==> src/rtl/slk_pkg.sv <==
`timescale 1ns/1ps
package slk_pkg;
  // Line-code selector as seen on the mode pin
  typedef enum logic {
    FMT_NRZ = 1'b0,
    FMT_MAN = 1'b1
  } fmt_e;

  // Window length in values for a given code and base exponent
  function automatic int unsigned win_len(input int unsigned base_log,
                                          input int unsigned code);
    return 32'd1 << (base_log + code);
  endfunction
endpackage

==> src/rtl/slk_reformat.sv <==
`timescale 1ns/1ps
module slk_reformat #(
  parameter int SYM_W = 8
) (
  input  logic                    clk,
  input  logic                    rst_n,
  input  slk_pkg::fmt_e           fmt,
  input  logic                    in_vld,
  input  logic signed [SYM_W-1:0] in_sym,
  output logic                    out_vld,
  output logic signed [SYM_W-1:0] out_val
);
  import slk_pkg::*;

  logic                    half_q;   // first half of a Manchester pair held
  logic signed [SYM_W-1:0] first_q;
  logic signed [SYM_W:0]   diff;

  assign diff = {first_q[SYM_W-1], first_q} - {in_sym[SYM_W-1], in_sym};

  always_ff @(posedge clk or negedge rst_n) begin
    if (!rst_n) begin
      half_q  <= 1'b0;
      first_q <= '0;
      out_vld <= 1'b0;
      out_val <= '0;
    end else begin
      out_vld <= 1'b0;
      if (in_vld) begin
        if (fmt == FMT_NRZ) begin
          out_vld <= 1'b1;
          out_val <= in_sym;
          half_q  <= 1'b0;
        end else if (!half_q) begin
          first_q <= in_sym;
          half_q  <= 1'b1;
        end else begin
          out_vld <= 1'b1;
          out_val <= diff[SYM_W:1];  // floor of half the difference
          half_q  <= 1'b0;
        end
      end
    end
  end

  // an NRZ beat reaches the next stage unchanged one cycle later
  p_nrz_passthru_r1: assert property (@(posedge clk) disable iff (!rst_n)
    (in_vld && fmt == FMT_NRZ) |=> (out_vld && out_val == $past(in_sym)));

  // the first half of a Manchester pair yields no value
  p_first_half_silent_r2: assert property (@(posedge clk) disable iff (!rst_n)
    (in_vld && fmt == FMT_MAN && !half_q) |=> !out_vld);

  // without a valid beat nothing is produced
  p_idle_silent_r8: assert property (@(posedge clk) disable iff (!rst_n)
    !in_vld |=> !out_vld);
endmodule

==> src/rtl/slk_square.sv <==
`timescale 1ns/1ps
module slk_square #(
  parameter int SYM_W = 8,
  parameter int PWR_W = 2*SYM_W - 1
) (
  input  logic signed [SYM_W-1:0] val,
  output logic        [PWR_W-1:0] pwr
);
  logic signed [2*SYM_W-1:0] prod;

  assign prod = val * val;
  assign pwr  = prod[PWR_W-1:0];

  // a square is never negative and fits the power width
  always_comb begin
    a_square_fits_r1: assert (prod[2*SYM_W-1] == 1'b0);
  end
endmodule

==> src/rtl/slk_integrate.sv <==
`timescale 1ns/1ps
module slk_integrate #(
  parameter int PWR_W    = 15,
  parameter int CODE_W   = 3,
  parameter int BASE_LOG = 6,
  parameter int CNT_W    = BASE_LOG + (1 << CODE_W) - 1,
  parameter int ACC_W    = PWR_W + CNT_W + 1,
  parameter int MAG_W    = ACC_W - 1
) (
  input  logic              clk,
  input  logic              rst_n,
  input  slk_pkg::fmt_e     fmt,
  input  logic [CODE_W-1:0] len_code,
  input  logic [MAG_W-1:0]  thresh,
  input  logic              pwr_vld,
  input  logic [PWR_W-1:0]  pwr,
  output logic [MAG_W-1:0]  avg_pwr,
  output logic              decision
);
  import slk_pkg::*;

  logic signed [ACC_W-1:0] acc_q;
  logic signed [ACC_W-1:0] sum_nxt;
  logic signed [ACC_W-1:0] sum_abs;
  logic        [CNT_W-1:0] cnt_q;
  logic        [CNT_W:0]   len_full;
  logic        [CNT_W-1:0] len_m1;
  logic        [MAG_W-1:0] mag;
  logic                    last;
  logic                    verdict;

  assign len_full = {{CNT_W{1'b0}}, 1'b1} << (BASE_LOG + int'(len_code));
  assign len_m1   = CNT_W'(len_full - 1'b1);
  assign last     = (cnt_q >= len_m1);
  assign sum_nxt  = acc_q + $signed({{(ACC_W-PWR_W){1'b0}}, pwr});
  assign sum_abs  = sum_nxt[ACC_W-1] ? -sum_nxt : sum_nxt;
  assign mag      = sum_abs[MAG_W-1:0];
  assign verdict  = (fmt == FMT_MAN) ? (mag >= thresh) : (mag <= thresh);

  always_ff @(posedge clk or negedge rst_n) begin
    if (!rst_n) begin
      acc_q    <= '0;
      cnt_q    <= '0;
      avg_pwr  <= '0;
      decision <= 1'b0;
    end else if (pwr_vld) begin
      if (last) begin
        acc_q    <= '0;
        cnt_q    <= '0;
        avg_pwr  <= mag;
        decision <= verdict;
      end else begin
        acc_q <= sum_nxt;
        cnt_q <= cnt_q + 1'b1;
      end
    end
  end

  // the reported power and decision hold between window ends
  p_hold_between_dumps_r4: assert property (@(posedge clk) disable iff (!rst_n)
    !(pwr_vld && last) |=> ($stable(avg_pwr) && $stable(decision)));

  // a completed window leaves an empty accumulator behind
  p_restart_empty_r4: assert property (@(posedge clk) disable iff (!rst_n)
    (pwr_vld && last) |=> (acc_q == 0 && cnt_q == 0));

  // with a fixed code the count never passes the window end
  p_count_bound_r3: assert property (@(posedge clk) disable iff (!rst_n)
    $stable(len_code) |-> (cnt_q <= len_m1));

  if (ACC_W < PWR_W + 2) begin : g_bad_width
    initial $error("accumulator narrower than one power value");
  end
endmodule

==> src/rtl/sym_lock_det.sv <==
`timescale 1ns/1ps
module sym_lock_det #(
  parameter int SYM_W    = 8,
  parameter int CODE_W   = 3,
  parameter int BASE_LOG = 6,
  localparam int PWR_W   = 2*SYM_W - 1,
  localparam int CNT_W   = BASE_LOG + (1 << CODE_W) - 1,
  localparam int ACC_W   = PWR_W + CNT_W + 1,
  localparam int MAG_W   = ACC_W - 1
) (
  input  logic                    clk,
  input  logic                    rst_n,
  input  logic                    sym_valid_i,
  output logic                    sym_ready_o,
  input  logic signed [SYM_W-1:0] sym_data_i,
  input  logic                    manchester_i,
  input  logic                    carrier_lock_i,
  input  logic [CODE_W-1:0]       avg_len_i,
  input  logic [MAG_W-1:0]        threshold_i,
  output logic                    data_lock_o,
  output logic [MAG_W-1:0]        avg_power_o
);
  import slk_pkg::*;

  fmt_e                    fmt;
  logic                    rf_vld;
  logic signed [SYM_W-1:0] rf_val;
  logic        [PWR_W-1:0] rf_pwr;
  logic                    dec;

  assign fmt         = manchester_i ? FMT_MAN : FMT_NRZ;
  assign sym_ready_o = 1'b1;

  slk_reformat #(.SYM_W(SYM_W)) u_reformat (
    .clk     (clk),
    .rst_n   (rst_n),
    .fmt     (fmt),
    .in_vld  (sym_valid_i),
    .in_sym  (sym_data_i),
    .out_vld (rf_vld),
    .out_val (rf_val)
  );

  slk_square #(.SYM_W(SYM_W), .PWR_W(PWR_W)) u_square (
    .val (rf_val),
    .pwr (rf_pwr)
  );

  slk_integrate #(
    .PWR_W(PWR_W), .CODE_W(CODE_W), .BASE_LOG(BASE_LOG),
    .CNT_W(CNT_W), .ACC_W(ACC_W), .MAG_W(MAG_W)
  ) u_integrate (
    .clk      (clk),
    .rst_n    (rst_n),
    .fmt      (fmt),
    .len_code (avg_len_i),
    .thresh   (threshold_i),
    .pwr_vld  (rf_vld),
    .pwr      (rf_pwr),
    .avg_pwr  (avg_power_o),
    .decision (dec)
  );

  assign data_lock_o = dec & carrier_lock_i;

  // no data lock while the carrier is unlocked
  p_lock_needs_carrier_r7: assert property (@(posedge clk) disable iff (!rst_n)
    data_lock_o |-> carrier_lock_i);

  // the first cycle out of reset shows no lock and no power
  p_reset_quiet_r9: assert property (@(posedge clk)
    !rst_n |=> (!data_lock_o && avg_power_o == 0));
endmodule

==> config.mk <==
export PLATFORM = sky130hd
export DESIGN_NAME = sym_lock_det
export DESIGN_NICKNAME = d
export VERILOG_FILES = /design/src/rtl/slk_pkg.sv /design/src/rtl/slk_reformat.sv /design/src/rtl/slk_square.sv /design/src/rtl/slk_integrate.sv /design/src/rtl/sym_lock_det.sv
export SDC_FILE = /design/constraint.sdc
export NUM_CORES = 1
export LEC_CHECK = 0
export ABC_AREA = 1
export BUFFER_PORTS_ARGS = -buffer_cell sky130_fd_sc_hd__buf_4
export CORE_MARGIN = 5
export CORE_UTILIZATION = 40
export DETAILED_ROUTE_END_ITERATION = 8
export GPL_ROUTABILITY_DRIVEN = 1
export GPL_TIMING_DRIVEN = 1
export PLACE_DENSITY_LB_ADDON = 0.08
export SYNTH_ARGS = -nofsm -noshare
export SYNTH_HDL_FRONTEND = slang
export SYNTH_SLANG_ARGS = --single-unit
==> constraint.sdc <==
create_clock -name clk -period 17.6 [get_ports clk]
set_input_delay 0.88 -clock clk [delete_from_list [all_inputs] [get_ports clk]]
set_output_delay 0.88 -clock clk [all_outputs]
set_load 0.005 [all_outputs]
Word level (Yosys, flattened, before mapping)
Index checks and enable logic that the tools add are counted.
- flip-flop bits (word level): 89
- bits in latches: 0
- bits in writable memories: 0
- memory bits (read-only): 0
- bits of input ports: 44
- output and inout port bits: 30
- word-level logic and storage cells: 37
- memories kept: 0
- add/sub/neg operators: 6
- $mul: 1
- divide/modulo/power cells: 0
- magnitude comparators: 3
- equal/unequal tests: 1
- shifts and indexed selects: 1
- mux-type cells: 12
- bitwise operators: 2
- reductions and logical operators: 3
- operators by type and width (operator ; number):
    1-bit by 32-bit << shifter with 13-bit output, first input constant ; 1
    29-bit by 16-bit adder with 29-bit output ; 1
    29-bit 2-to-1 mux ; 1
    28-bit >= comparator ; 1
    28-bit less-or-equal comparator ; 1
    28-bit 2-to-1 mux ; 1
    28-bit negator ; 1
    8-bit 2-to-1 mux ; 2
    8-bit by 8-bit multiplier with 15-bit output ; 1
    13-bit by 1-bit adder with 13-bit output, second input constant ; 1
    13-bit >= comparator ; 1
    13-bit 2-to-1 mux ; 1
    13-bit by 1-bit subtractor with 13-bit output, second input constant ; 1
    8-bit by 8-bit subtractor with 9-bit output ; 1
    1-bit 2-to-1 mux ; 7
    3-bit by 3-bit adder with 4-bit output, first input constant ; 1
    2-bit AND reduction ; 2
    3-bit AND reduction ; 1
    2-bit inequality test, second input constant ; 1
    1-bit AND ; 1
    1-bit inverter ; 1

Longest topological paths before layout
- depth after elaboration: 6
- mapped depth: 56
- mapped depth without buffers: 55

Hierarchy
From an unflattened synthesis, not the netlist that was laid out.
- cell total of the unflattened synthesis: 1576
- area total of the unflattened synthesis: 10396.2 µm²
- by module, submodules not included (module ; instances ; cells an instance ; area an instance (µm²) ; sequential area each (µm²)):
    slk_integrate ; 1 ; 1089 ; 6981.7 ; 1776.7
    slk_square ; 1 ; 333 ; 2255.9 ; 0.0
    slk_reformat ; 1 ; 150 ; 1139.8 ; 450.4
    sym_lock_det ; 1 ; 4 ; 18.8 ; 0.0

Worst setup path after synthesis
No wires, ideal clock.
- path kind: register to register
- from: register u_reformat.out_val[7]
- to: register u_integrate.decision
- library setup time: 119 ps
- arrival time: 6978 ps
- data required time: 17481 ps
- slack: 10503 ps
- cell stages (with the launch flop): 47
- path buffers: 2
- period minus slack after synthesis: 7097 ps
- cell sequence: dfrtp_1 > clkbuf_1 > nand2_1 > fa_1 > inv_1 > fa_1 > fa_1 > inv_1 > fa_1 > inv_1 > ha_1 > a21oi_1 > nand2_1 > a21oi_1 > nor2_1 > o21ai_0 > nand2_1 > nand2_1 > (+11 left out) > nand2_2 > nand2_4 > inv_6 > buf_12 > nand2_2 > nand2_1 > nand2_1 > and2_1 > ha_1 > nand4_1 > nor2_1 > inv_1 > nor3_1 > nand2_1 > nand3_1 > nand3_1 > o22ai_1 > inv_1
- cells in the longest elaborated chain, start to end: 6
- elaborated cells on any way between the ends: 7
- classes of those cells: 2 x add/sub; 1 x mul; 2 x order compare; 2 x mux
- ends and longest elaborated chain (what ; line ; text):
    start: declaration ; slk_reformat.sv:11 ; output logic signed [SYM_W-1:0] out_val
    start signal: assignment ; slk_reformat.sv:32 ; out_val <= in_sym;
    start signal: assignment ; slk_reformat.sv:39 ; out_val <= diff[SYM_W:1];
    8-bit by 8-bit multiplier with 15-bit output * ; slk_square.sv:11 ; assign prod = val * val;
    29-bit by 16-bit adder with 29-bit output * ; slk_integrate.sv:35 ; assign sum_nxt = acc_q + $signed({{(ACC_W-PWR_W){1'b0}}, pwr});
    28-bit negator ; slk_integrate.sv:36 ; assign sum_abs = sum_nxt[ACC_W-1] ? -sum_nxt : sum_nxt;
    28-bit 2-to-1 mux * ; slk_integrate.sv:36 ;
    via u_integrate.sum_abs[22] ; slk_integrate.sv:24 ; logic signed [ACC_W-1:0] sum_abs;
    28-bit less-or-equal comparator or 28-bit >= comparator (tied branches) ; slk_integrate.sv:38 ; assign verdict = (fmt == FMT_MAN) ? (mag >= thresh) : (mag <= thresh);
    1-bit 2-to-1 mux * ; slk_integrate.sv:38 ;
    end signal: assignment ; slk_integrate.sv:51 ; decision <= verdict;
    end: declaration ; slk_integrate.sv:18 ; output logic decision
The timed path passes the listed nets; every way through them passes the cells marked *.
A chain may end at the register's enable or synchronous reset.

Worst setup path after layout
- from: register u_reformat.out_val[1]
- to: register u_integrate.decision
The elaborated chain is that of the path after synthesis.

==> results_dict.tcl <==
set metrics [dict create \
    num_rows 57 \
    synth_most_common_cell "nand2_1" \
    yosysTopAreaCell "dfrtp_1" \
    worst_pin_slew_ns 0.9956 \
    hp-class "reg -> reg" \
    post_cts.repair.setup_buffers 0 \
    nFillCells 2561 \
    ys_ff_latch 89 \
    netlist_instances 1431 \
    setup_viol 0 \
    synth_top_cell_area_share 0.2275 \
    yosys_warnings 0 \
    num_vias 8788 \
    nets 1672 \
    yosysUniqueCellTypes 51 \
    run_status "completed" \
    die_area_um2 27700 \
    cts_tree "yes" \
    timing.max_cap.violations 0 \
    syn_nets 1612 \
    overflow 0 \
    area_delta_synth_final_pct 12.07 \
    wl_per_cell_um 14.16 \
    wl_mm 25.78 \
    synthAdderAreaFrac 0.2058 \
    vias_per_cell 4.829 \
    cts_buffers 9 \
    setup_tns_ns 0 \
    hold_viol 0 \
    muxShareOfSynthArea 0 \
    path_class "reg -> reg" \
    grt_max_degree 48 \
    min_path_cells 2 \
    clk_pin_slew_ns 0.07 \
    cp_common_cell "nand2_1" \
    postCtsHoldBufs 0 \
    end_kind "flop" \
    dp_hpwl_mm 21.37 \
    dieWidth_um 166.4 \
    start_util 0.4049 \
    grt_pass1_wl_mm 43.15 \
    slew_violations 0 \
    r2r_slack_ns 9.16 \
    synth_common_cells "nand2_1 (422), inv_1 (273), ha_1 (97)" \
    h-tree-depth 3 \
    synth_top_family_by_area "simple AND/OR/NAND/NOR gates" \
    worst_ep_arrival_time_ns 8.68 \
    grt_setup_unrepaired "no" \
    fmaxAchievable_mhz 118.5 \
    async_flop_share 1.000 \
    diodes 0 \
    slowest_stage "dfrtp_1" \
    period_minus_slack_ns 8.442 \
    core_um2 24180 \
    synth_compound_area_frac 0.08680 \
    min_period_over_period 0.4796 \
    yosysSeqAreaShare 0.2275 \
    yosys.area_share.simple 0.3083 \
    ys.flop_type "dfrtp_1" \
    drive_gt1_frac 0.1090 \
    post_cts_resized 0 \
    cp-start-kind "flop" \
    portBuffers 72 \
    grt_pass1_vias 8489 \
    cp_data_required_time_ns 17.84 \
    r2r-start "u_reformat.out_val[1]" \
    syn-cell-area_um2 9788 \
    synth-edff-count 0 \
    holdCritStartpoint "u_integrate.avg_pwr[22]" \
    synthTopCellsByArea "dfrtp_1 (23%), nand2_1 (16%), ha_1 (12%), inv_1 (10%), fa_1 (8.2%)" \
    holdPathEnd "u_integrate.avg_pwr[22]" \
    postLayoutCoreUtil 0.4537 \
    fin_worst_skew_ns 0.01444 \
    first_pass_iters 5 \
    stdcell_area_um2 10970 \
    drt_iter0_drc 555 \
    antenna_found_initial 0 \
    r2r_end "u_integrate.decision" \
    ctsLongestPathBuffers 2 \
    slew_headroom 0.3355 \
    ios 74 \
    cpPeakStageDelay_ns 0.52 \
    cts.sinks 89 \
    synth_area_per_cell_um2 6.840 \
    detail-route-antenna-nets 0 \
    dpl-instance-area_um2 10630 \
    crit_fanout 9 \
    ff2ff_path_depth 49 \
    grt_usage 0.1885 \
    die_y_um 166.4 \
    synth-xor-area-share 0.04883 \
    clkLatencyLatePin_ns 0.36 \
    gp_congestion 0.8848 \
    root_buffer "clkbuf_16" \
    drc 0 \
]
==> stage by stage <==
step	worst slack [ns]	std cells	hold slack [ns]
after floorplan	10.50	1431	0.4537
after global placement	9.197	1804	0.4680
after detailed placement	9.150	1804	0.4670
after CTS	9.113	1820	0.4866
after global routing	8.314	1820	0.5051
final	9.158	1820	0.4831
==> sequential cells by signal, indices dropped and copies added (netlist names) <==
register,cells
u_reformat.half_q,1
u_reformat.out_val,8
u_integrate.cnt_q,13
u_reformat.first_q,8
u_integrate.acc_q,29
u_integrate.avg_pwr,28
u_integrate.decision,1
u_reformat.out_vld,1
==> cell type report <==
| class | count | area [um2] | share of cell area |
|---|---|---|---|
| Inverter | 281 | 1060 | 0.09661 |
| Multi-Input combinational cell | 1033 | 6364 | 0.5801 |
| Clock inverter | 7 | 110.1 | 0.01004 |
| Sequential cell | 89 | 2227 | 0.2030 |
| Timing Repair Buffer | 77 | 578.1 | 0.05270 |
| Tap cell | 324 | 405.4 | 0.03696 |
| Clock buffer | 9 | 225.2 | 0.02053 |
==> how the worst max path moves through the flow <==
| stage | startpoint | to | slack [ns] | cells past startpoint |
|---|---|---|---|---|
| floorplan | u_reformat.out_val[7] | u_integrate.decision | 10.50 | 46 |
| global placement | u_reformat.out_val[1] | u_integrate.decision | 9.20 | 50 |
| detailed placement | u_reformat.out_val[1] | u_integrate.decision | 9.15 | 50 |
| CTS | u_reformat.out_val[1] | u_integrate.decision | 9.11 | 50 |
| global route | u_reformat.out_val[1] | u_integrate.decision | 8.31 | 50 |
| finish | u_reformat.out_val[1] | u_integrate.decision | 9.16 | 49 |
==> layout by cell type, fill, tap and decap left out, types with 5 or more instances in the layout <==
master,instances
a21oi_1,50
nand2_2,25
nand2_4,5
nand3_1,84
nor2_2,13
o21ai_2,5
o21bai_1,6
xor2_1,40
o21ai_1,8
nand4_1,19
fa_1,40
clkbuf_16,9
ha_1,97
buf_4,77
dfrtp_1,89
and2_1,5
o22ai_1,16
o21ai_0,56
nor2_1,85
nor3_1,11
inv_1,273
inv_2,6
nand2_1,422
xnor2_1,9
==> per-layer routing <==
| layer | vias to the layer above | GRT usage | routed length, um |
|---|---|---|---|
| met2 | 147 | 0.3266 | 12270 |
| met3 | 14 | 0.02584 | 929 |
| met4 | 0 | 0.03202 | 209 |
| met5 | - | 0 | 0 |
| li1 | 4571 | - | - |
| met1 | 4056 | 0.2560 | 12380 |
==> worst max-delay path, delay by kind of cell (launching register included) <==
family	cells	cell delay, ns
and+or+nand+nor	25	3.15
adders and majority gates	7	2.55
AOI/OAI and AO/OA	7	1.40
xor gates and xnor gates	1	0.16
DFF	1	0.52
buffers and inverters	9	0.54
==> kinds of logic (layout without fill, tap and decap cells) <==
kind of cell             Yosys count  count (layout)
XOR/XNOR                          52              52
buffers and inverters            309             374
adder cells (fa/ha/maj)          137             137
AO/OA/AOI/OAI                    153             153
other                              1               1
flip-flops                        89              89
AND/OR/NAND/NOR                  690             690
Power is left out: the tool's default activity adds up to more than one toggle a clock period on the data nets, which glitch-free logic cannot reach.
